**src/rtl/spi_port_pkg.sv**
```systemverilog
package spi_port_pkg;

  localparam int REG_W = 16;
  localparam int PRE_W = 8;
  localparam int SCR_W = 8;

  typedef struct packed {
    logic             cpol;
    logic             cpha;
    logic             lbm;
    logic             sse;
    logic             ms;
    logic             sod;
    logic [SCR_W-1:0] scr;
    logic [PRE_W-1:0] pre;
  } port_cfg_t;

  // Force a prescale write onto the legal even range 2..254.
  function automatic logic [PRE_W-1:0] legal_prescale(input logic [PRE_W-1:0] v);
    logic [PRE_W-1:0] e;
    e = v & ~PRE_W'(1);
    return (e == '0) ? PRE_W'(2) : e;
  endfunction

  // System clocks per half bit: (prescale/2) * (rate factor + 1).
  function automatic int unsigned half_bit_clocks(input logic [PRE_W-2:0] half_pre,
                                                  input logic [SCR_W-1:0] scr);
    return 32'(half_pre) * (32'(scr) + 32'd1);
  endfunction

endpackage

```
**src/rtl/spi_port_regs.sv**
```systemverilog
module spi_port_regs
  import spi_port_pkg::*;
(
  input  logic             clk,
  input  logic             rst_n,
  input  logic             wr_en,
  input  logic [1:0]       addr,
  input  logic [REG_W-1:0] wdata,
  output logic [REG_W-1:0] rdata,
  output port_cfg_t        cfg
);

  always_ff @(posedge clk or negedge rst_n) begin
    if (!rst_n) begin
      cfg     <= '0;
      cfg.pre <= PRE_W'(2);
    end else if (wr_en) begin
      case (addr)
        2'd0: begin
          cfg.cpol <= wdata[6];
          cfg.cpha <= wdata[7];
          cfg.scr  <= wdata[15:8];
        end
        2'd1: begin
          cfg.lbm <= wdata[0];
          cfg.sse <= wdata[1];
          if (!cfg.sse) cfg.ms <= wdata[2];
          cfg.sod <= wdata[3];
        end
        2'd2: cfg.pre <= legal_prescale(wdata[PRE_W-1:0]);
        default: ;
      endcase
    end
  end

  always_comb begin
    case (addr)
      2'd0:    rdata = {cfg.scr, cfg.cpha, cfg.cpol, 6'b0};
      2'd1:    rdata = {12'b0, cfg.sod, cfg.ms, cfg.sse, cfg.lbm};
      2'd2:    rdata = {{(REG_W-PRE_W){1'b0}}, cfg.pre};
      default: rdata = '0;
    endcase
  end

  AST_MS_LOCKED: assert property (@(posedge clk) disable iff (!rst_n)
    $past(cfg.sse) |-> $stable(cfg.ms));

  AST_PRESCALE_LEGAL: assert property (@(posedge clk) disable iff (!rst_n)
    (cfg.pre[0] == 1'b0) && (cfg.pre != '0));

endmodule

```
**src/rtl/spi_port_baud.sv**
```systemverilog
module spi_port_baud
  import spi_port_pkg::*;
(
  input  logic             clk,
  input  logic             rst_n,
  input  logic             en,
  input  logic [PRE_W-2:0] half_pre,
  input  logic [SCR_W-1:0] scr,
  output logic             tick
);

  logic [PRE_W-2:0] pre_cnt;
  logic [SCR_W-1:0] rate_cnt;
  logic             pre_last;
  logic             rate_last;

  assign pre_last  = (pre_cnt == half_pre - (PRE_W-1)'(1));
  assign rate_last = (rate_cnt == scr);
  assign tick      = en & pre_last & rate_last;

  always_ff @(posedge clk or negedge rst_n) begin
    if (!rst_n) begin
      pre_cnt  <= '0;
      rate_cnt <= '0;
    end else if (!en) begin
      pre_cnt  <= '0;
      rate_cnt <= '0;
    end else if (pre_last) begin
      pre_cnt  <= '0;
      rate_cnt <= rate_last ? '0 : rate_cnt + 1'b1;
    end else begin
      pre_cnt <= pre_cnt + 1'b1;
    end
  end

  // Independent cycle count between ticks for the rate check.
  logic [PRE_W+SCR_W:0] gap;
  always_ff @(posedge clk or negedge rst_n) begin
    if (!rst_n)          gap <= '0;
    else if (!en || tick) gap <= '0;
    else                 gap <= gap + 1'b1;
  end

  AST_TICK_SPACING: assert property (@(posedge clk) disable iff (!rst_n)
    tick |-> (32'(gap) + 32'd1 == half_bit_clocks(half_pre, scr)));

endmodule

```
**src/rtl/spi_port_master.sv**
```systemverilog
module spi_port_master #(
  parameter int WORD_W = 8
) (
  input  logic              clk,
  input  logic              rst_n,
  input  logic              run,
  input  logic              cpol,
  input  logic              cpha,
  input  logic              tick,
  input  logic              start,
  input  logic [WORD_W-1:0] tx_word,
  input  logic              din,
  output logic              busy,
  output logic              sclk,
  output logic              mosi,
  output logic              ssel_n,
  output logic [WORD_W-1:0] rx_word,
  output logic              done
);

  localparam int EDGES = 2 * WORD_W;
  localparam int CNT_W = $clog2(EDGES + 1);

  logic [CNT_W-1:0]  ecnt;
  logic              sclk_r;
  logic [WORD_W-1:0] tx_sr;
  logic [WORD_W-1:0] rx_sr;

  logic accept, edge_evt, leading, sample_evt, shift_evt, finish;

  assign accept     = run & start & ~busy;
  assign edge_evt   = busy & tick & (ecnt != CNT_W'(EDGES));
  assign leading    = ~ecnt[0];
  assign sample_evt = edge_evt & (leading ^ cpha);
  assign shift_evt  = edge_evt & (cpha ? (leading & (ecnt != '0))
                                       : (~leading & (ecnt != CNT_W'(EDGES - 1))));
  assign finish     = busy & tick & (ecnt == CNT_W'(EDGES));

  always_ff @(posedge clk or negedge rst_n) begin
    if (!rst_n) begin
      busy    <= 1'b0;
      ssel_n  <= 1'b1;
      sclk_r  <= 1'b0;
      ecnt    <= '0;
      tx_sr   <= '0;
      rx_sr   <= '0;
      rx_word <= '0;
      done    <= 1'b0;
    end else begin
      done <= 1'b0;
      if (!run) begin
        busy   <= 1'b0;
        ssel_n <= 1'b1;
        ecnt   <= '0;
      end else if (accept) begin
        busy   <= 1'b1;
        ssel_n <= 1'b0;
        ecnt   <= '0;
        tx_sr  <= tx_word;
        sclk_r <= cpol;
      end else begin
        if (edge_evt) begin
          sclk_r <= ~sclk_r;
          ecnt   <= ecnt + 1'b1;
        end
        if (sample_evt) rx_sr <= {rx_sr[WORD_W-2:0], din};
        if (shift_evt)  tx_sr <= {tx_sr[WORD_W-2:0], 1'b0};
        if (finish) begin
          busy    <= 1'b0;
          ssel_n  <= 1'b1;
          rx_word <= rx_sr;
          done    <= 1'b1;
        end
      end
    end
  end

  assign sclk = busy ? sclk_r : cpol;
  assign mosi = tx_sr[WORD_W-1];

  AST_START_NEEDS_RUN: assert property (@(posedge clk) disable iff (!rst_n)
    $fell(ssel_n) |-> $past(run && start));

  AST_DONE_SINGLE: assert property (@(posedge clk) disable iff (!rst_n)
    done |=> !done);

  AST_SCLK_ON_TICK: assert property (@(posedge clk) disable iff (!rst_n)
    (busy && $past(busy) && !$past(tick)) |-> $stable(sclk));

  AST_SSEL_HELD: assert property (@(posedge clk) disable iff (!rst_n)
    (busy && $past(busy) && !$stable(sclk)) |-> !ssel_n);

endmodule

```
**src/rtl/spi_port_slave.sv**
```systemverilog
module spi_port_slave #(
  parameter int WORD_W = 8,
  parameter int SYNC_N = 2
) (
  input  logic              clk,
  input  logic              rst_n,
  input  logic              run,
  input  logic              cpol,
  input  logic              cpha,
  input  logic              lbm,
  input  logic              sclk_pin,
  input  logic              mosi_pin,
  input  logic              ssel_pin,
  input  logic [WORD_W-1:0] tx_word,
  output logic              miso,
  output logic              in_frame,
  output logic [WORD_W-1:0] rx_word,
  output logic              done
);

  localparam int BIT_W = $clog2(WORD_W);

  logic [SYNC_N-1:0] sclk_sync, mosi_sync, ssel_sync;
  logic              sclk_d, ssel_d, first;
  logic [BIT_W-1:0]  bit_cnt;
  logic [WORD_W-1:0] tx_sr, rx_sr;

  logic sclk_s, mosi_s, ssel_s;
  logic frame_begin, toggled, lead_evt, trail_evt, sample_evt, shift_evt, din;

  assign sclk_s      = sclk_sync[SYNC_N-1];
  assign mosi_s      = mosi_sync[SYNC_N-1];
  assign ssel_s      = ssel_sync[SYNC_N-1];
  assign in_frame    = run & ~ssel_s;
  assign frame_begin = in_frame & ssel_d;
  assign toggled     = in_frame & ~frame_begin & (sclk_s != sclk_d);
  assign lead_evt    = toggled & (sclk_s != cpol);
  assign trail_evt   = toggled & (sclk_s == cpol);
  assign sample_evt  = cpha ? trail_evt : lead_evt;
  assign shift_evt   = cpha ? (lead_evt & ~first) : trail_evt;
  assign din         = lbm ? tx_sr[WORD_W-1] : mosi_s;

  always_ff @(posedge clk or negedge rst_n) begin
    if (!rst_n) begin
      sclk_sync <= '0;
      mosi_sync <= '0;
      ssel_sync <= '1;
      sclk_d    <= 1'b0;
      ssel_d    <= 1'b1;
      first     <= 1'b1;
      bit_cnt   <= '0;
      tx_sr     <= '0;
      rx_sr     <= '0;
      rx_word   <= '0;
      done      <= 1'b0;
    end else begin
      sclk_sync <= {sclk_sync[SYNC_N-2:0], sclk_pin};
      mosi_sync <= {mosi_sync[SYNC_N-2:0], mosi_pin};
      ssel_sync <= {ssel_sync[SYNC_N-2:0], ssel_pin};
      sclk_d    <= sclk_s;
      ssel_d    <= run ? ssel_s : 1'b1;
      done      <= 1'b0;
      if (frame_begin) begin
        tx_sr   <= tx_word;
        bit_cnt <= '0;
        first   <= 1'b1;
      end else begin
        if (sample_evt) begin
          rx_sr <= {rx_sr[WORD_W-2:0], din};
          if (bit_cnt == BIT_W'(WORD_W - 1)) begin
            rx_word <= {rx_sr[WORD_W-2:0], din};
            done    <= 1'b1;
            bit_cnt <= '0;
          end else begin
            bit_cnt <= bit_cnt + 1'b1;
          end
        end
        if (shift_evt) tx_sr <= {tx_sr[WORD_W-2:0], 1'b0};
        if (lead_evt)  first <= 1'b0;
      end
    end
  end

  assign miso = tx_sr[WORD_W-1];

  AST_SLAVE_DONE_NEEDS_RUN: assert property (@(posedge clk) disable iff (!rst_n)
    done |-> $past(run));

  AST_SLAVE_DONE_SINGLE: assert property (@(posedge clk) disable iff (!rst_n)
    done |=> !done);

endmodule

```
**src/rtl/spi_port.sv**
```systemverilog
module spi_port
  import spi_port_pkg::*;
#(
  parameter int WORD_W = 8,
  parameter int SYNC_N = 2
) (
  input  logic              clk,
  input  logic              rst_n,
  input  logic              reg_wr,
  input  logic [1:0]        reg_addr,
  input  logic [REG_W-1:0]  reg_wdata,
  output logic [REG_W-1:0]  reg_rdata,
  input  logic [WORD_W-1:0] tx_data,
  input  logic              tx_start,
  output logic [WORD_W-1:0] rx_data,
  output logic              rx_done,
  output logic              busy,
  output logic              sclk_o,
  output logic              sclk_oe,
  input  logic              sclk_i,
  output logic              mosi_o,
  output logic              mosi_oe,
  input  logic              mosi_i,
  output logic              ssel_o,
  output logic              ssel_oe,
  input  logic              ssel_i,
  output logic              miso_o,
  output logic              miso_oe,
  input  logic              miso_i
);

  port_cfg_t cfg;

  logic m_run, s_run, tick;
  logic m_busy, m_done, m_din;
  logic s_busy, s_done;
  logic [WORD_W-1:0] m_rx, s_rx;

  assign m_run = cfg.sse & ~cfg.ms;
  assign s_run = cfg.sse &  cfg.ms;
  assign m_din = cfg.lbm ? mosi_o : miso_i;

  spi_port_regs u_regs (
    .clk   (clk),
    .rst_n (rst_n),
    .wr_en (reg_wr),
    .addr  (reg_addr),
    .wdata (reg_wdata),
    .rdata (reg_rdata),
    .cfg   (cfg)
  );

  spi_port_baud u_baud (
    .clk      (clk),
    .rst_n    (rst_n),
    .en       (m_busy),
    .half_pre (cfg.pre[PRE_W-1:1]),
    .scr      (cfg.scr),
    .tick     (tick)
  );

  spi_port_master #(.WORD_W(WORD_W)) u_master (
    .clk     (clk),
    .rst_n   (rst_n),
    .run     (m_run),
    .cpol    (cfg.cpol),
    .cpha    (cfg.cpha),
    .tick    (tick),
    .start   (tx_start),
    .tx_word (tx_data),
    .din     (m_din),
    .busy    (m_busy),
    .sclk    (sclk_o),
    .mosi    (mosi_o),
    .ssel_n  (ssel_o),
    .rx_word (m_rx),
    .done    (m_done)
  );

  spi_port_slave #(.WORD_W(WORD_W), .SYNC_N(SYNC_N)) u_slave (
    .clk      (clk),
    .rst_n    (rst_n),
    .run      (s_run),
    .cpol     (cfg.cpol),
    .cpha     (cfg.cpha),
    .lbm      (cfg.lbm),
    .sclk_pin (sclk_i),
    .mosi_pin (mosi_i),
    .ssel_pin (ssel_i),
    .tx_word  (tx_data),
    .miso     (miso_o),
    .in_frame (s_busy),
    .rx_word  (s_rx),
    .done     (s_done)
  );

  assign sclk_oe = m_run;
  assign mosi_oe = m_run;
  assign ssel_oe = m_run;
  assign miso_oe = s_run & ~cfg.sod;
  assign busy    = m_busy | s_busy;
  assign rx_done = m_done | s_done;
  assign rx_data = cfg.ms ? s_rx : m_rx;

  AST_ONE_ROLE_DONE: assert property (@(posedge clk) disable iff (!rst_n)
    !(m_done && s_done));

endmodule

```
**config.mk**
```make
export PLATFORM = sky130hd
export DESIGN_NAME = spi_port
export DESIGN_NICKNAME = d
export VERILOG_FILES = /design/src/rtl/spi_port_pkg.sv /design/src/rtl/spi_port_regs.sv /design/src/rtl/spi_port_baud.sv /design/src/rtl/spi_port_master.sv /design/src/rtl/spi_port_slave.sv /design/src/rtl/spi_port.sv
export SDC_FILE = /design/constraint.sdc
export NUM_CORES = 1
export LEC_CHECK = 0
export ABC_CLOCK_PERIOD_IN_PS = 4510
export CAP_MARGIN = 0
export CORE_ASPECT_RATIO = 2
export CORE_MARGIN = 5
export CORE_UTILIZATION = 64
export CTS_CLUSTER_DIAMETER = 60
export DETAILED_ROUTE_END_ITERATION = 7
export DONT_BUFFER_PORTS = 1
export GPL_TIMING_DRIVEN = 0
export PLACE_DENSITY = 0.9
export RECOVER_POWER = 50
export SYNTH_ARGS = -nofsm -noshare
export SYNTH_HDL_FRONTEND = slang
export SYNTH_HIERARCHICAL = 1
export SYNTH_SLANG_ARGS = --single-unit
```
**constraint.sdc**
```tcl
create_clock -name clk -period 4.51 [get_ports clk]
set_clock_uncertainty 0.1 [all_clocks]
set_input_delay 1.353 -clock clk [delete_from_list [all_inputs] [get_ports clk]]
set_output_delay 1.353 -clock clk [all_outputs]
set_load 0.05 [all_outputs]
```
==> flow_summary.yaml <==
critical_path:
  timing_worst_setup_path_type: "flip-flop to flip-flop"
  worstRegToRegCells: 11
  endpoint_kind: "flip-flop"
  timing.critical_path.to: "u_master/rx_sr[2]"
  endpoint_of_the_worst_register_to_register_path: "u_master/rx_sr[2]"
  timing.rr.start: "u_regs/cfg[2]"
  start_kind: "flip-flop"
  worstPathMaxFanout: 9
  critPathLaunch: "u_regs/cfg[2]"
  critPathTopFamily: "simple AND/OR/NAND/NOR gates"
  ff2ff_setup_slack_ns: 0.44
  arrival_ns: 4.20
  cpMaxStageDelayCell: "a2111oi_2"
  cp.buffers_inverters: 2
  worst-path-stages: 11
  critical_path.max_stage_delay_ns: 0.51
  path_cells: "inv_1 > ha_1 > or3b_2 > a211o_1 > a311o_1 > a2111oi_2 > nand2_1 > nor3_4 > and3_1 > buf_6 > mux2_2"
  worst_ep_required_time_ns: 4.64
cts:
  max-clock-path-buffers: 2
  cts.reportedPaths.clkPinSlew_ns: 0.07
  tritoncts_num_sinks: 105
  clkLatencyLatePin_ns: 0.35
  cts.htree.levels: 3
  total_setup_buffers_inserted_after_cts: 0
  tritoncts: "built"
  post_cts_resize_count: 0
  cts_made_buffers: 9
  cts.root.buffer_cell: "clkbuf_16"
  post_cts_hold_buffer_count: 0
detailed_routing:
  drt.antenna.violating_nets: 0
  drtPass1Iterations: 5
  detail_route.wirelength_um: 11790
  final_routed_drc_violation_total: 0
  routedWlPerCell_um: 20.86
  wl_met3_um: 648
  dr.first_iter.drc_count: 244
  wl_on_met1_um: 4299
  routed-wl-met2_um: 6581
  highest_layer_used_for_signal_routing: "met4"
  via_density: 6.561
  vias_post_dr: 3707
floorplan:
  fp.dieH_um: 140.4
  floorplan.die.width_um: 75.19
  fp.coreArea_sq_um: 8292
  design.portCount: 68
  rows: 47
  die_area_sq_um: 10550
  initial_core_util: 0.6560
finish:
  final_layout_size_suffix_gt1_frac: 0.2655
  antenna-diode-count: 0
  multiInputGateArea_sq_um: 2634
  finish.net_count: 504
  area.sequential_sq_um: 2635
  fillerInstances: 569
  area.growth.synth_to_final_pct: 7.223
  finish.cell_count_without_fillers: 565
global_route:
  grt_max_degree: 106
  first_global_vias: 3963
  grt_antenna_before_repair: 0
  grt_overflow_total: 0
  global_route.usage.total: 0.2342
  first_pass_grt_wire_length_um: 19010
timing:
  totalNegativeSetupSlack_ns: 0
  maxClockFrequency_mhz: 245.6
  min_period_ns: 4.071
  relative_slew_slack: 0.4065
  rsz_0062_raised_after_global_routing: "false"
  finalMaxSlewViolations: 0
  layout_worst_path_cycle_share: 0.9027
  report.final.setup_viol: 0
  final-hold-violation-count: 0
  max_slew.worst_pin.slew_ns: 0.8870
  final_setup_margin_ns: 0.4389
placement:
  gpl.final_weighted_congestion: 0.8692
  io_buffers: 0
  dp.cells: 549
  pre_cts_slack_ns: 0.4882
  dp_hpwl_um: 8589
run_status:
  status: "finished clean"
power_and_ir_drop:
  total_switching_power_uw: 799.2
  power.internal_uw: 1696
  pwr-share-clk: 0.297
  power.density_nw_per_um2: 427.8
  power.ir.vdd_worst_mv: 0.3705
  power_uw: 2495
  share_comb_of_total_power: 0.206
  netSwitchingFraction: 0.3204
  leakagePower_uw: 0.002616
  power_frac_seq: 0.496
synth:
  synth.net_count: 493
  syn_area_per_cell_sq_um: 12.06
  syn_inst: 451
  synthesis.area_sq_um: 5439
  ys.warnings.count: 6
worst_hold_path:
  hold_path_class: "flip-flop to flip-flop"
flow_run:
  maxCapViolCount: 0
## worst reg2reg max path: stages (launching register included)
cell and delay, ns:
dfrtp_1 0.43, inv_1 0.08, ha_1 0.19, or3b_2 0.45, a211o_1 0.34, a311o_1 0.40
a2111oi_2 0.51, nand2_1 0.28, nor3_4 0.42, and3_1 0.24, buf_6 0.15, mux2_2 0.35
## metal layers
| layer | track usage | vias to the layer above |
|---|---|---|
| met5 | 0 | - |
| met4 | 0.09032 | 0 |
| met3 | 0.06671 | 27 |
| met2 | 0.4158 | 120 |
| met1 | 0.2528 | 1881 |
| li1 | - | 1679 |
## registers in the layout, summed over array words and instances (netlist names), 3 cells and up
| signal | cells |
|---|---|
| u_slave/rx_sr | 7 |
| u_master/tx_sr | 8 |
| u_slave/bit_cnt | 3 |
| u_master/rx_sr | 8 |
| u_baud/pre_cnt | 7 |
| u_regs/cfg | 21 |
| u_slave/rx_word | 8 |
| u_master/ecnt | 5 |
| u_slave/tx_sr | 8 |
| u_baud/rate_cnt | 8 |
| u_master/rx_word | 8 |
## power groups by stage
| stage | registers [uW] | clock network [uW] | logic, uW |
|---|---|---|---|
| CTS | 1240 | 756 | 518 |
| global placement | 1240 | 0 | 497 |
| finish | 1240 | 742 | 515 |
| global route | 1260 | 793 | 550 |
| detailed placement | 1260 | 0 | 515 |
| floorplan | 1210 | 0 | 445 |
## layout by cell type, fill, tap and decap left out, drive strengths merged, types with 14 or more instances in the layout
master,count
nand3,16
and2,14
clkbuf,22
mux2,75
o21ai,20
dfrtp,99
inv,14
nor2,14
nand2,20
## worst min-delay path by stage
stage | cells past startpoint | slack, ns | endpoint | from
after floorplan | 0 | 0.23 | u_slave/mosi_sync[1] | u_slave/mosi_sync[0]
after global placement | 0 | 0.24 | u_slave/mosi_sync[1] | u_slave/mosi_sync[0]
after detailed placement | 0 | 0.24 | u_slave/sclk_sync[1] | u_slave/sclk_sync[0]
after CTS | 0 | 0.26 | u_slave/ssel_sync[1] | u_slave/ssel_sync[0]
after global routing | 0 | 0.26 | u_slave/ssel_sync[1] | u_slave/ssel_sync[0]
final | 0 | 0.26 | u_slave/sclk_sync[1] | u_slave/sclk_sync[0]
## through the flow
| stage | cell area [sq um] | hold slack, ns | utilization |
|---|---|---|---|
| after floorplan | 5439 | 0.2312 | - |
| after global placement | 5562 | 0.2366 | 0.6707 |
| after detailed placement | 5562 | 0.2425 | 0.6707 |
| after CTS | 5847 | 0.2563 | 0.7051 |
| after global routing | 5832 | 0.2610 | 0.7033 |
| final | 5832 | 0.2551 | 0.7033 |
## layout make-up
class	count	share of cell area
Tap cell	98	0.02103
Clock buffer	12	0.04398
Sequential cell	105	0.4518
Buffer	17	0.01759
Inverter	14	0.009011
Multi-Input combinational cell	315	0.4516
Clock inverter	4	0.004935
Note: power is estimated with default switching activity, not from simulation.
